### config.mk
export PLATFORM = sky130hd
export DESIGN_NAME = ltmr_top
export DESIGN_NICKNAME = d
export VERILOG_FILES = /design/src/rtl/ltmr_pkg.sv /design/src/rtl/ltmr_prescale.sv /design/src/rtl/ltmr_count.sv /design/src/rtl/ltmr_top.sv
export SDC_FILE = /design/constraint.sdc
export NUM_CORES = 1
export LEC_CHECK = 0
export BUFFER_PORTS_ARGS = -buffer_cell sky130_fd_sc_hd__buf_2
export CORE_MARGIN = 8
export CORE_UTILIZATION = 48
export CTS_CLUSTER_SIZE = 28
export DETAILED_ROUTE_END_ITERATION = 12
export GPL_ROUTABILITY_DRIVEN = 0
export PLACE_DENSITY_LB_ADDON = 0.25
export SYNTH_ARGS = -nofsm -noshare
export SYNTH_HDL_FRONTEND = slang
export SYNTH_SLANG_ARGS = --single-unit
### constraint.sdc
create_clock -name clk -period 6.3 [get_ports clk]
set_input_delay 0.63 -clock clk [delete_from_list [all_inputs] [get_ports clk]]
set_output_delay 0.63 -clock clk [all_outputs]
set_load 0.02 [all_outputs]
### src/rtl/ltmr_pkg.sv
package ltmr_pkg;

    localparam int DATA_W    = 32;
    localparam int VEC_W     = 8;
    localparam int SEL_W     = 2;
    localparam int MAX_SHIFT = 7;
    localparam int PRE_W     = MAX_SHIFT;

    typedef enum logic [SEL_W-1:0] {
        SEL_ENTRY = 2'd0,
        SEL_START = 2'd1,
        SEL_RUN   = 2'd2,
        SEL_DIV   = 2'd3
    } sel_e;

    typedef struct packed {
        logic              periodic;
        logic              masked;
        logic [VEC_W-1:0]  vector;
    } entry_t;

    // {b3,b1,b0}: 111 selects divide-by-1, otherwise the divisor is 2^(code+1)
    function automatic logic [2:0] div_shift(input logic [2:0] code);
        return (code == 3'b111) ? 3'd0 : code + 3'd1;
    endfunction

    function automatic logic [DATA_W-1:0] entry_word(input entry_t e);
        logic [DATA_W-1:0] w;
        w = '0;
        w[VEC_W-1:0] = e.vector;
        w[16] = e.masked;
        w[17] = e.periodic;
        return w;
    endfunction

endpackage

### src/rtl/ltmr_prescale.sv
module ltmr_prescale
    import ltmr_pkg::*;
#(
    parameter int PW = PRE_W
) (
    input  logic       clk,
    input  logic       rst,
    input  logic       clear,
    input  logic       cyc_en,
    input  logic [2:0] shift,
    output logic       tick
);

    logic [PW-1:0] pre_cnt;
    logic [PW-1:0] limit;

    always_comb begin
        limit = PW'((1 << shift) - 1);
        tick  = cyc_en && !clear && (pre_cnt == limit);
    end

    always_ff @(posedge clk) begin
        if (rst || clear) begin
            pre_cnt <= '0;
        end else if (cyc_en) begin
            pre_cnt <= tick ? '0 : pre_cnt + PW'(1);
        end
    end


    hold_when_off_chk: assert property (@(posedge clk) disable iff (rst)
        (!cyc_en && !clear) |=> $stable(pre_cnt));

endmodule

### src/rtl/ltmr_count.sv
module ltmr_count #(
    parameter int CW = 32
) (
    input  logic          clk,
    input  logic          rst,
    input  logic          tick,
    input  logic          ld,
    input  logic [CW-1:0] ld_val,
    input  logic [CW-1:0] start,
    input  logic          periodic,
    output logic [CW-1:0] cur,
    output logic          expire,
    output logic          idle
);

    logic hit;
    logic last;

    always_comb begin
        idle   = (start == '0) || (!periodic && cur == '0);
        hit    = tick && !idle && !ld;
        last   = (cur < CW'(2));
        expire = hit && last;
    end

    always_ff @(posedge clk) begin
        if (rst) begin
            cur <= '0;
        end else if (ld) begin
            cur <= ld_val;
        end else if (hit) begin
            if (last) cur <= periodic ? start : '0;
            else      cur <= cur - CW'(1);
        end
    end


    load_chk: assert property (@(posedge clk) disable iff (rst)
        ld |=> cur == $past(ld_val));


    oneshot_idle_chk: assert property (@(posedge clk) disable iff (rst)
        (!periodic && cur == '0 && !ld) |=> cur == '0);


    zero_start_chk: assert property (@(posedge clk) disable iff (rst)
        (start == '0 && !ld) |=> $stable(cur));


    step_chk: assert property (@(posedge clk) disable iff (rst)
        (tick && !ld && start != '0 && cur > CW'(1)) |=> cur == $past(cur) - CW'(1));


    reload_chk: assert property (@(posedge clk) disable iff (rst)
        (tick && !ld && periodic && start != '0 && cur < CW'(2)) |=> cur == $past(start));

endmodule

### src/rtl/ltmr_top.sv
module ltmr_top
    import ltmr_pkg::*;
#(
    parameter int DW = DATA_W,
    parameter int VW = VEC_W
) (
    input  logic          clk,
    input  logic          rst,
    input  logic          cyc_en,
    input  logic          reg_we,
    input  logic [1:0]    reg_sel,
    input  logic [DW-1:0] reg_wdata,
    output logic [DW-1:0] reg_rdata,
    output logic          irq_fire,
    output logic [VW-1:0] irq_vector
);

    entry_t        entry_q;
    logic [2:0]    div_q;
    logic [DW-1:0] start_q;
    logic [DW-1:0] cur;
    logic          wr_entry, wr_start, wr_run, wr_div;
    logic          tick, expire, idle, pre_clr;

    always_comb begin
        wr_entry = reg_we && (sel_e'(reg_sel) == SEL_ENTRY);
        wr_start = reg_we && (sel_e'(reg_sel) == SEL_START);
        wr_run   = reg_we && (sel_e'(reg_sel) == SEL_RUN);
        wr_div   = reg_we && (sel_e'(reg_sel) == SEL_DIV);
        pre_clr  = wr_start || wr_run || wr_div || idle;
    end

    always_ff @(posedge clk) begin
        if (rst) begin
            entry_q    <= '{periodic: 1'b0, masked: 1'b1, vector: '0};
            div_q      <= '0;
            start_q    <= '0;
            irq_fire   <= 1'b0;
            irq_vector <= '0;
        end else begin
            if (wr_entry) entry_q <= '{periodic: reg_wdata[17], masked: reg_wdata[16],
                                       vector: reg_wdata[VW-1:0]};
            if (wr_div)   div_q   <= {reg_wdata[3], reg_wdata[1:0]};
            if (wr_start) start_q <= reg_wdata;
            irq_fire <= expire && !entry_q.masked;
            if (expire && !entry_q.masked) irq_vector <= entry_q.vector;
        end
    end

    always_comb begin
        unique case (sel_e'(reg_sel))
            SEL_ENTRY: reg_rdata = entry_word(entry_q);
            SEL_START: reg_rdata = start_q;
            SEL_RUN:   reg_rdata = cur;
            default:   reg_rdata = {{(DW-4){1'b0}}, div_q[2], 1'b0, div_q[1:0]};
        endcase
    end

    ltmr_prescale #(.PW(PRE_W)) u_pre (
        .clk    (clk),
        .rst    (rst),
        .clear  (pre_clr),
        .cyc_en (cyc_en),
        .shift  (div_shift(div_q)),
        .tick   (tick)
    );

    ltmr_count #(.CW(DW)) u_cnt (
        .clk      (clk),
        .rst      (rst),
        .tick     (tick),
        .ld       (wr_start || wr_run),
        .ld_val   (reg_wdata),
        .start    (start_q),
        .periodic (entry_q.periodic),
        .cur      (cur),
        .expire   (expire),
        .idle     (idle)
    );


    fire_vector_chk: assert property (@(posedge clk) disable iff (rst)
        irq_fire |-> irq_vector == $past(entry_q.vector));


    fire_unmasked_chk: assert property (@(posedge clk) disable iff (rst)
        irq_fire |-> !$past(entry_q.masked));

endmodule

Yosys cells after proc, flatten, opt, wreduce, memory -nomap -nowiden --
Cells that the tools add are included.
Operators by class: order comparisons 1, shift-type cells 1, equal/unequal tests 5, multiplexer cells 7, reductions and logical operators 25, add/subtract/negate cells 4
Operator list (number):
- $mux W32 | 4
- $pmux W32 S3 | 1
- $logic_not A32 Y1 | 2
- $lt A32 B2 Y1 const B | 1
- $sub A32 B1 Y32 const B | 1
- $logic_and A1 B1 Y1 | 11
- $add A7 B1 Y7 const B | 1
- $eq A7 B7 Y1 | 1
- $mux W7 | 1
- $shl A1 B3 Y7 const A | 1
- $sub A7 B2 Y7 const B | 1
- $logic_not A1 Y1 | 5
- $logic_or A1 B1 Y1 | 5
- $eq A2 B2 Y1 const B | 2
- $add A3 B1 Y3 const B | 1
- $eq A3 B3 Y1 const B | 1
- $mux W3 | 1
- $eq A2 B1 Y1 const B | 1
- $logic_not A2 Y1 | 1
- $reduce_bool A2 Y1 | 1
Storage, ports and cells: output and inout bits 41, flip-flop bits (word level) 93

Depth between registers and ports, before layout --
Gate-level depths: netlist of run 1.
depth after elaboration 12, mapped depth 15, gate-level depth less buffers 12

Hierarchy --
A second synthesis of run 1 with hierarchy kept.
Unflattened totals: cells, all modules 710, area, all modules 5506.5 µm²
By module, submodules not included:
- ltmr_count | cells an instance 356, times used 1, area each 2539.9 µm², seq. area each 640.6 µm²
- ltmr_top | cells an instance 297, times used 1, area each 2444.8 µm², seq. area each 1081.0 µm²
- ltmr_prescale | cells an instance 57, times used 1, area each 521.8 µm², seq. area each 140.1 µm²

Least setup slack after synthesis of run 1 --
Ideal clock, no wire load.
path kind flip-flop to flip-flop, from reg div_q[1], to reg irq_vector[3], required time 6.230 ns, arrival time 3.453 ns, period minus slack after synthesis 3.523 ns, stages on the path, launching flop included 16, setup slack 2.777 ns, buffers on the path 3, path through dfxtp_1 > buf_2 > nand2_1 > inv_1 > ha_1 > buf_4 > or3b_4 > ha_1 > nand2b_4 > mux2_4 > a211oi_1 > nor2_2 > or4b_4 > buf_6 > or3_1 > a21oi_1
Between the ends: longest elaborated chain between the ends 10
RTL lines:
- start: declaration | RTL line ltmr_top.sv:19 | logic [2:0] div_q;
- start signal: assignment | RTL line ltmr_top.sv:43 | if (wr_div) div_q <= {reg_wdata[3], reg_wdata[1:0]};
- $add A3 B1 Y3 / $eq A3 B3 Y1 (equally long branches) | RTL line ltmr_pkg.sv:24 | return (code == 3'b111) ? 3'd0 : code + 3'd1;
- $mux W3 (*) | RTL line ltmr_pkg.sv:24
- $shl A1 B3 Y7 (*) | RTL line ltmr_prescale.sv:18 | limit = PW'((1 << shift) - 1);
- $sub A7 B2 Y7 (*) | RTL line ltmr_prescale.sv:18
- $eq A7 B7 Y1 (*) | RTL line ltmr_prescale.sv:19 | tick = cyc_en && !clear && (pre_cnt == limit);
- $logic_and A1 B1 Y1 (*) | RTL line ltmr_prescale.sv:19
- $logic_and A1 B1 Y1 (*) (2 in a row) | RTL line ltmr_count.sv:21 | hit = tick && !idle && !ld;
- $logic_and A1 B1 Y1 (*) | RTL line ltmr_count.sv:23 | expire = hit && last;
- $logic_and A1 B1 Y1 (*) | RTL line ltmr_top.sv:46 | if (expire && !entry_q.masked) irq_vector <= entry_q.vector;
- end signal: assignment | RTL line ltmr_top.sv:46
- end: declaration | RTL line ltmr_top.sv:15 | output logic [VW-1:0] irq_vector
Every way passes the cells marked *; elsewhere a longest branch is shown, timed or not. A chain may end at the register's enable or synchronous reset.

Final worst setup path of run 1 --
from reg div_q[0], to reg u_cnt.cur[25]
Between the ends: longest elaborated chain between the ends 9
RTL lines:
- $add A3 B1 Y3 / $eq A3 B3 Y1 (equally long branches) | RTL line ltmr_pkg.sv:24
- $mux W3 (*) | RTL line ltmr_pkg.sv:24
- $shl A1 B3 Y7 (*) | RTL line ltmr_prescale.sv:18
- $sub A7 B2 Y7 (*) | RTL line ltmr_prescale.sv:18
- $eq A7 B7 Y1 (*) | RTL line ltmr_prescale.sv:19
- $logic_and A1 B1 Y1 (*) | RTL line ltmr_prescale.sv:19
- $logic_and A1 B1 Y1 (*) (2 in a row) | RTL line ltmr_count.sv:21
- $reduce_bool A2 Y1 (no line) (*)
- end signal: assignment | RTL line ltmr_count.sv:30 | cur <= ld_val;
- end signal: assignment | RTL line ltmr_count.sv:32 | if (last) cur <= periodic ? start : '0;
- end signal: assignment | RTL line ltmr_count.sv:33 | else cur <= cur - CW'(1);
- end: declaration | RTL line ltmr_count.sv:11 | output logic [CW-1:0] cur,
Marks and branches as above.

==> flow_summary.ini, run 1 <==
[timing]
hold_slack_ps = 465.8
post-route-min-period_ps = 4108
finalCritPeriodShare = 0.6521
setup_violations = 0
tightest_slew_ps = 1141
relSlewSlack = 0.2358
fin_setup_tns_ps = 0
setup_ws_ps = 2192
final_hold_viol_count = 0
fmax_mhz = 243.4
skew_ps = 10.59
maxSlewViolCount = 0
rsz0062_at_grt = no

[cells_and_area]
multi_input_area_mm2 = 0.003273
syn2layout_area_growth_pct = 13.91
fin_nets = 798
fillerInstances = 1058
drive_gt1_frac = 0.1636
final_area_mm2 = 0.006178
regArea_mm2 = 0.001862
fin_util = 0.5505
fin_cells = 901
diodes = 0

[pwr]
total_power_mw = 1.591
intPower_mw = 1.119
p_clk_frac = 0.400
p_per_area_mw_per_mm2 = 257.5
p_switching_mw = 0.4715
combPwrFrac = 0.194
peakVddDrop_mv = 0.1406
p_leak_nw = 2.364
seqPwrFrac = 0.407
switching_share = 0.2964

[synthesis]
ys.flop_type = dfxtp_1
synth_compound_area_frac = 0.2298
synth-seq-cells = 93
synth_area_mm2 = 0.005424
synth_top_family_by_area = simple AND/OR/NAND/NOR gates
syn_inst = 712
synth_most_common_cell = nand2_1
synth_edf_count = 0
synthTopCellsByCount = nand2_1, dfxtp_1, a21oi_1
synth_xor_area_frac = 0.05975
async_flop_share = 0
synthMuxAreaShare = 0.03368
synth_warnings = 0
yosys.area_share.simple = 0.2616
avgSynthCellArea_um2 = 7.618
yosysTopAreaCellShare = 0.3433
synth_area_leaders = dfxtp_1, nand2_1, a21oi_1
syn_nets = 757
ys_seq_area_frac = 0.3433
synth_fa_ha_area_frac = 0.01615
ys_types = 57
synth_top_area_cell = dfxtp_1

[die]
rows = 39
die-area_mm2 = 0.01496
initial_core_util = 0.4833
io_pins = 79
die_w_um = 122.3
core_area_mm2 = 0.01122
die_y_um = 122.3

[clocking]
cts.clk_slew.worst_paths_ps = 70
root_buffer = clkbuf_16
max-clock-path-buffers = 2
cts_tree = built
cts_buffers = 9
post-cts-setup-buffers = 0
h-tree-depth = 3
cts_resized = 0
cts_hold_buf = 0
clk_latency_ps = 350
cts.sinks = 93

[place]
placed_cells = 885
pre_cts_ws_ps = 2289
hpwl_mm = 10.82
placed_area_mm2 = 0.005832
port_buffers = 78

[global_routing]
grt_max_degree = 90
antenna_found_initial = 0
grt_pass1_vias = 5226
grt.overflow.total = 0
grt_pass1_wl_mm = 26.33
grt_usage = 0.2168

[critical_path]
critical_path.max_fanout = 11
start_kind = flop
path_cells = nand2_1, inv_1, ha_1, or3b_4, ha_1, nand2b_4, mux2_4, a31o_2, o2111a_1, a21oi_1, buf_4, a22oi_1, a21oi_1
critical-path-max-stage-delay_ps = 850
crit_start = div_q[0]$_SDFFE_PP0P_
rr_startpoint = div_q[0]$_SDFFE_PP0P_
reg2regPathDepth = 13
crit_buf_inv = 2
worst_path_dominant_cell_family = compound AO/OA/AOI/OAI gates
critPathArrivalTime_ps = 4380
reg2reg_to = u_cnt.cur[25]$_SDFFE_PP0P_
cp-end-kind = flop
r2r_slack_ps = 2190
crit_slowest_cell = a21oi_1
cp.required_ps = 6570
path_class = flop to flop

[drt]
drtPass1Iterations = 5
wl_mm = 16.18
post_drt_wl_per_cell_um = 17.95
drt_iter0_markers = 457
vias_per_cell = 6.014
ant_nets = 0
vias = 5419
drc_errors = 0

[worst_hold_path]
holdPathEnd = irq_vector[7]$_SDFFE_PP0P_
holdPathStages = 2
worstHoldStart = irq_vector[7]$_SDFFE_PP0P_
hold_path_class = flop to flop

[status]
status = complete, no violations

[job]
cap_violations = 0
## layout by cell type, fill, tap and decap left out, drive strengths merged, types with 3 or more instances in the layout
master | netlist | final
a211oi | 3 | 3
a21oi | 76 | 76
a22o | 23 | 23
a22oi | 18 | 18
a2bb2oi | 4 | 4
a31oi | 5 | 5
and2 | 3 | 3
and3 | 4 | 4
buf | 14 | 88
bufinv | 0 | 3
clkbuf | 44 | 9
dfxtp | 93 | 93
ha | 7 | 7
inv | 14 | 15
mux2i | 10 | 10
mux4 | 3 | 3
nand2 | 141 | 141
nand2b | 6 | 6
nand3 | 32 | 32
nand3b | 3 | 3
nand4 | 9 | 9
nor2 | 38 | 38
nor2b | 5 | 5
nor3 | 13 | 13
nor3b | 5 | 5
nor4 | 18 | 18
o211a | 5 | 5
o211ai | 7 | 7
o21ai | 41 | 41
or3 | 9 | 9
xnor2 | 18 | 18
xor2 | 19 | 19
## area by class of cell
cell class | count | share of cell area
Timing Repair Buffer | 88 | 0.07533
Clock inverter | 7 | 0.01964
Sequential cell | 93 | 0.3013
Inverter | 14 | 0.008505
Clock buffer | 9 | 0.03645
Tap cell | 143 | 0.02896
Multi-Input combinational cell | 547 | 0.5298
## worst min-delay path, stage by stage (launching register included)
cell     delay (ps)
dfxtp_1         300
o21ai_0          60
a21oi_1          60
## power by group through the flow
stage / logic [mW] / clock network, mW / registers (mW)
2_1_floorplan: 0.232 / 0 / 0.647
3_3_place_gp: 0.297 / 0 / 0.658
3_5_place_dp: 0.303 / 0 / 0.659
4_1_cts: 0.306 / 0.642 / 0.645
5_1_grt: 0.341 / 0.662 / 0.650
6_report: 0.309 / 0.636 / 0.647
## sequential cells by signal, summed over array words and instances (netlist names)
signal         flops
div_q              3
entry_q           10
irq_fire           1
irq_vector         8
start_q           32
u_cnt.cur         32
u_pre.pre_cnt      7
## how the worst max path moves through the flow
stage               slack, ps                    endpoint  cells past startpoint
global placement         2480  u_cnt.cur[25]$_SDFFE_PP0P_                     13
detailed placement       2290  u_cnt.cur[11]$_SDFFE_PP0P_                     13
CTS                      2260  u_cnt.cur[25]$_SDFFE_PP0P_                     13
floorplan                2780  irq_vector[3]$_SDFFE_PP0P_                     15
finish                   2190  u_cnt.cur[25]$_SDFFE_PP0P_                     13
global route             1970  u_cnt.cur[25]$_SDFFE_PP0P_                     13
## layer usage
layer,vias to the layer above,GRT usage,wire length (um)
li1,2603,-,-
met1,2561,0.2796,7157
met2,231,0.3457,7617
met3,24,0.04048,1120
met4,0,0.09901,282
met5,-,0,0
## cell families (layout without fill, tap and decap cells)
logic type      count (synthesis)  after routing
compound gates                197            197
xor+xnor                       37             37
fa+ha+maj                       7              7
buf+inv                        72            118
flops                          93             93
mux                            14             14
simple gates                  292            292
Note: power is estimated with default switching activity, not from simulation.
==> inputs of run 2 (changes only) <==
Clock period 6.3 ns to 4.05 ns, I/O delays scaled along.
==> flow_summary.ini, run 2 (synthesis gave the netlist of run 1 again) <==
[global_routing]
grt_max_degree = 57
use_met1 = 0.2705
grt_usage = 0.2163
grt_pass1_vias = 5156
grtUsageMet3 = 0.05796
grt_use_met2 = 0.3478
grt_pass1_wl_mm = 26.07
grt-busiest-layer = met2
antenna_found_initial = 0
grt.overflow.total = 0

[clocking]
cts_tree = built
clk_latency_ps = 350
max-clock-path-buffers = 2
cts_resized = 0
root_buffer = clkbuf_16
cts_buffers = 9
h-tree-depth = 3
cts.sinks = 93
cts_hold_buf = 0
post-cts-setup-buffers = 0
cts.clk_slew.worst_paths_ps = 70

[job]
cap_violations = 0

[cells_and_area]
regArea_mm2 = 0.001862
fin_cells = 905
diodes = 0
multi_input_area_mm2 = 0.003278
drive_gt1_frac = 0.1693
syn2layout_area_growth_pct = 14.58
reg_top3 = start_q x32, u_cnt.cur x32, entry_q x10
fillerInstances = 1045
mostFrequentLayoutCell = nand2_1
fin_nets = 802
layout_common_cells = nand2_1, dfxtp_1, buf_2, a21oi_1, o21ai_0

[critical_path]
r2r_slack_ps = 300
crit_top_cell = ha_1
worst_path_dominant_cell_family = simple AND/OR/NAND/NOR gates
reg2regPathDepth = 12
crit_buf_inv = 1
critical-path-max-stage-delay_ps = 680
rr_startpoint = div_q[0]$_SDFFE_PP0P_
start_kind = flop
reg2reg_to = irq_vector[7]$_SDFFE_PP0P_
critical_path.max_fanout = 24
cp.required_ps = 4330
path_class = flop to flop
path_cells = nand2_1, inv_1, ha_1, or3b_4, ha_1, nand2b_4, mux2_4, a211oi_2, nor2_2, or4b_4, or3_1, a21oi_1
crit_slowest_cell = or4b_4
critPathArrivalTime_ps = 4030
cp-end-kind = flop

[timing]
post-route-min-period_ps = 3749
hold_slack_ps = 300.0
final_hold_viol_count = 0
fmax_mhz = 266.8
setup_ws_ps = 301.2
skew_ps = 7.620
rsz0062_at_grt = no
relSlewSlack = 0.2469
fin_setup_tns_ps = 0
maxSlewViolCount = 0
finalCritPeriodShare = 0.9256
tightest_slew_ps = 1130
setup_violations = 0

[die]
io_pins = 79
core_area_mm2 = 0.01122
initial_core_util = 0.4833
rows = 39
die-area_mm2 = 0.01496
die_w_um = 122.3
die_y_um = 122.3

[drt]
drt_iter0_markers = 479
wl_mm = 16.16
drc_errors = 0
drtPass1Iterations = 5
vias_per_cell = 6.041
ant_nets = 0
post_drt_wl_per_cell_um = 17.85
vias = 5467

[worst_hold_path]
worstHoldStart = reg_wdata[8]
holdPathStages = 3
holdPathEnd = start_q[8]$_SDFFE_PP0P_
hold_path_class = primary input to flop

[pwr]
p_per_area_mw_per_mm2 = 400.1
p_leak_nw = 2.395
total_power_mw = 2.487
peakVddDrop_mv = 0.3348

[place]
port_buffers = 78
pre_cts_ws_ps = 257.7
placed_cells = 889
hpwl_mm = 11.03

[status]
status = complete, no violations
-- run 2: cell types whose count changed in the layout (fill, tap and decap cells not counted), sizes merged --
cell	change
buf	+4
clkinvlp	-2
clkbuf	+1
clkinv	+1
-- run 2: where the power goes --
group          switching [mW]  internal, mW  leakage [nW]
clock                   0.377         0.620         0.173
sequential             0.0543         0.951         0.757
combinational           0.297         0.187          1.47
-- run 2: final cells by class --
| type | count | area share |
|---|---|---|
| multi-input cells | 547 | 0.5275 |
| flip-flops and latches | 93 | 0.2996 |
| repair buffers | 92 | 0.07973 |
| clock buffers | 10 | 0.03845 |
| well taps | 143 | 0.02879 |
| clock inverters | 6 | 0.01752 |
| inverters | 14 | 0.008456 |
-- run 2: metal layers --
| layer | wire, um | vias to the layer above | part of all wire |
|---|---|---|---|
| li1 | - | 2601 | - |
| met1 | 7035 | 2598 | 0.44 |
| met2 | 7534 | 234 | 0.47 |
| met3 | 1218 | 34 | 0.075 |
| met4 | 368 | 0 | 0.023 |
| met5 | 0 | - | 0 |
-- run 2: through the flow --
stage / cell area (um^2) / util
5_1_grt: 6215 / 0.5537
6_report: 6215 / 0.5537
2_1_floorplan: 5424 / -
3_3_place_gp: 5862 / 0.5223
3_5_place_dp: 5862 / 0.5223
4_1_cts: 6210 / 0.5533
-- run 2: worst max-delay path by stage --
| stage | startpoint | slack [ps] | endpoint | cells past startpoint |
|---|---|---|---|---|
| detailed placement | div_q[0]$_SDFFE_PP0P_ | 260 | irq_vector[2]$_SDFFE_PP0P_ | 12 |
| global route | div_q[0]$_SDFFE_PP0P_ | 60 | irq_vector[2]$_SDFFE_PP0P_ | 12 |
| finish | div_q[0]$_SDFFE_PP0P_ | 300 | irq_vector[7]$_SDFFE_PP0P_ | 12 |
| CTS | div_q[0]$_SDFFE_PP0P_ | 230 | irq_vector[7]$_SDFFE_PP0P_ | 12 |
| global placement | div_q[1]$_SDFFE_PP0P_ | 400 | irq_vector[7]$_SDFFE_PP0P_ | 12 |
| floorplan | div_q[1]$_SDFFE_PP0P_ | 530 | irq_vector[3]$_SDFFE_PP0P_ | 15 |
-- run 2: tightest hold or removal path: cells and delay by family --
| family | cells | cell delay [ps] |
|---|---|---|
| compound gates | 1 | 50 |
| buf+inv | 1 | 110 |
| simple gates | 1 | 50 |
==> inputs of run 3 (changes only) <==
Settings changed: BUFFER_PORTS_ARGS -buffer_cell sky130_fd_sc_hd__buf_2 to -buffer_cell sky130_fd_sc_hd__clkbuf_2.
==> flow_summary.ini, run 3 (synthesis gave the netlist of run 1 again) <==
[cells_and_area]
fin_nets = 802
regArea_mm2 = 0.001864
mostFrequentLayoutCell = nand2_1
drive_gt1_frac = 0.1706
final_area_mm2 = 0.006212
syn2layout_area_growth_pct = 14.53
fin_util = 0.5535
layout_common_cells = nand2_1, dfxtp_1, clkbuf_2, a21oi_1, o21ai_0
fillerInstances = 1077
multi_input_area_mm2 = 0.003273
fin_cells = 905
diodes = 0
reg_top3 = start_q x32, u_cnt.cur x32, entry_q x10

[status]
status = complete, no violations

[clocking]
max-clock-path-buffers = 2
h-tree-depth = 3
root_buffer = clkbuf_16
cts.sinks = 93
cts_buffers = 9
cts_tree = built
cts.clk_slew.worst_paths_ps = 70
clk_latency_ps = 350
post-cts-setup-buffers = 0

[global_routing]
grt_max_degree = 57
grt.overflow.total = 0
grt_pass1_wl_mm = 26.12
antenna_found_initial = 0
grt_usage = 0.2160
grt_pass1_vias = 5021

[drt]
vias_per_cell = 5.952
drt_iter0_markers = 448
ant_nets = 0
wl_mm = 15.90
vias = 5387
post_drt_wl_per_cell_um = 17.57
drc_errors = 0
drtPass1Iterations = 5

[worst_hold_path]
holdPathStages = 3
worstHoldStart = reg_wdata[18]
hold_path_class = primary input to flop
holdPathEnd = start_q[18]$_SDFFE_PP0P_

[die]
initial_core_util = 0.4833
die_w_um = 122.3
io_pins = 79
die_y_um = 122.3
die-area_mm2 = 0.01496
rows = 39
core_area_mm2 = 0.01122

[critical_path]
path_class = flop to flop
start_kind = flop
rr_startpoint = div_q[1]$_SDFFE_PP0P_
cp.required_ps = 4320
reg2reg_to = irq_vector[0]$_SDFFE_PP0P_
r2r_slack_ps = 280
reg2regPathDepth = 12
critPathArrivalTime_ps = 4050
cp-end-kind = flop
critical_path.max_fanout = 24

[timing]
post-route-min-period_ps = 3773
tightest_slew_ps = 1247
maxSlewViolCount = 0
skew_ps = 10.18
fin_setup_tns_ps = 0
finalCritPeriodShare = 0.9315
final_hold_viol_count = 0
rsz0062_at_grt = no
fmax_mhz = 265.1
relSlewSlack = 0.1686
setup_violations = 0

[pwr]
p_per_area_mw_per_mm2 = 397.9
p_leak_nw = 2.368
peakVddDrop_mv = 0.2027

[place]
placed_area_mm2 = 0.005862
placed_cells = 889
hpwl_mm = 11.00
port_buffers = 78

[job]
cap_violations = 0
## run 3: cell types whose count changed in the layout (fill, tap and decap cells not counted), sizes merged
cell	delta
buf	-78
clkbuf	+78
## run 3: power breakdown
part           leakage (nW)  total, mW  internal, mW  switching (mW)
combinational          1.44      0.484         0.186           0.298
sequential            0.758       1.01         0.952          0.0548
clock                 0.173      0.982         0.620           0.361
total                  2.37       2.47          1.76           0.714
## run 3: per-stage QoR
| step | total power, mW | setup WS (ps) | hold WS, ps |
|---|---|---|---|
| after floorplan | 1.366 | 526.6 | 446.4 |
| after global placement | 1.489 | 393.8 | 458.6 |
| after detailed placement | 1.500 | 273.7 | 466.7 |
| after CTS | 2.486 | 247.7 | 281.5 |
| after global routing | 2.592 | 45.06 | 296.5 |
| final | 2.472 | 277.3 | 293.9 |
## run 3: critical path, cell delays in order, from the launching register on
cell,delay [ps]
dfxtp_2,370
nand2_1,100
inv_1,60
ha_1,420
or3b_4,440
ha_1,240
nand2b_4,100
mux2_4,300
a211oi_1,360
nor2_2,90
or4b_4,680
or3_1,350
a21oi_1,160
## run 3: layout make-up
type	instances	share of cell area
clock inverters	6	0.01752
inverters	14	0.008459
repair buffers	92	0.07976
multi-input cells	547	0.5269
clock buffers	10	0.03847
flip-flops and latches	93	0.3001
well taps	143	0.02880
## run 3: worst max-delay path by stage
stage	start	end	slack (ps)
floorplan	div_q[1]$_SDFFE_PP0P_	irq_vector[3]$_SDFFE_PP0P_	530
CTS	div_q[1]$_SDFFE_PP0P_	irq_vector[0]$_SDFFE_PP0P_	250
global placement	div_q[1]$_SDFFE_PP0P_	irq_vector[7]$_SDFFE_PP0P_	390
finish	div_q[1]$_SDFFE_PP0P_	irq_vector[0]$_SDFFE_PP0P_	280
detailed placement	div_q[1]$_SDFFE_PP0P_	irq_vector[0]$_SDFFE_PP0P_	270
global route	div_q[1]$_SDFFE_PP0P_	irq_vector[0]$_SDFFE_PP0P_	50
## run 3: per-layer routing
metal / vias to the layer above / global-route usage / share of wire
li1: 2615 / - / -
met1: 2540 / 0.2877 / 0.45
met2: 201 / 0.3444 / 0.46
met3: 31 / 0.03404 / 0.067
met4: 0 / 0.08454 / 0.022
met5: - / 0 / 0
## run 3: repair_timing
item                                   4_1_cts  5_1_grt
setup endpoints to repair                    0        1
endpoints found under the hold margin        0        0
gates resized for setup                      0        2
hold buffers                                 0        0
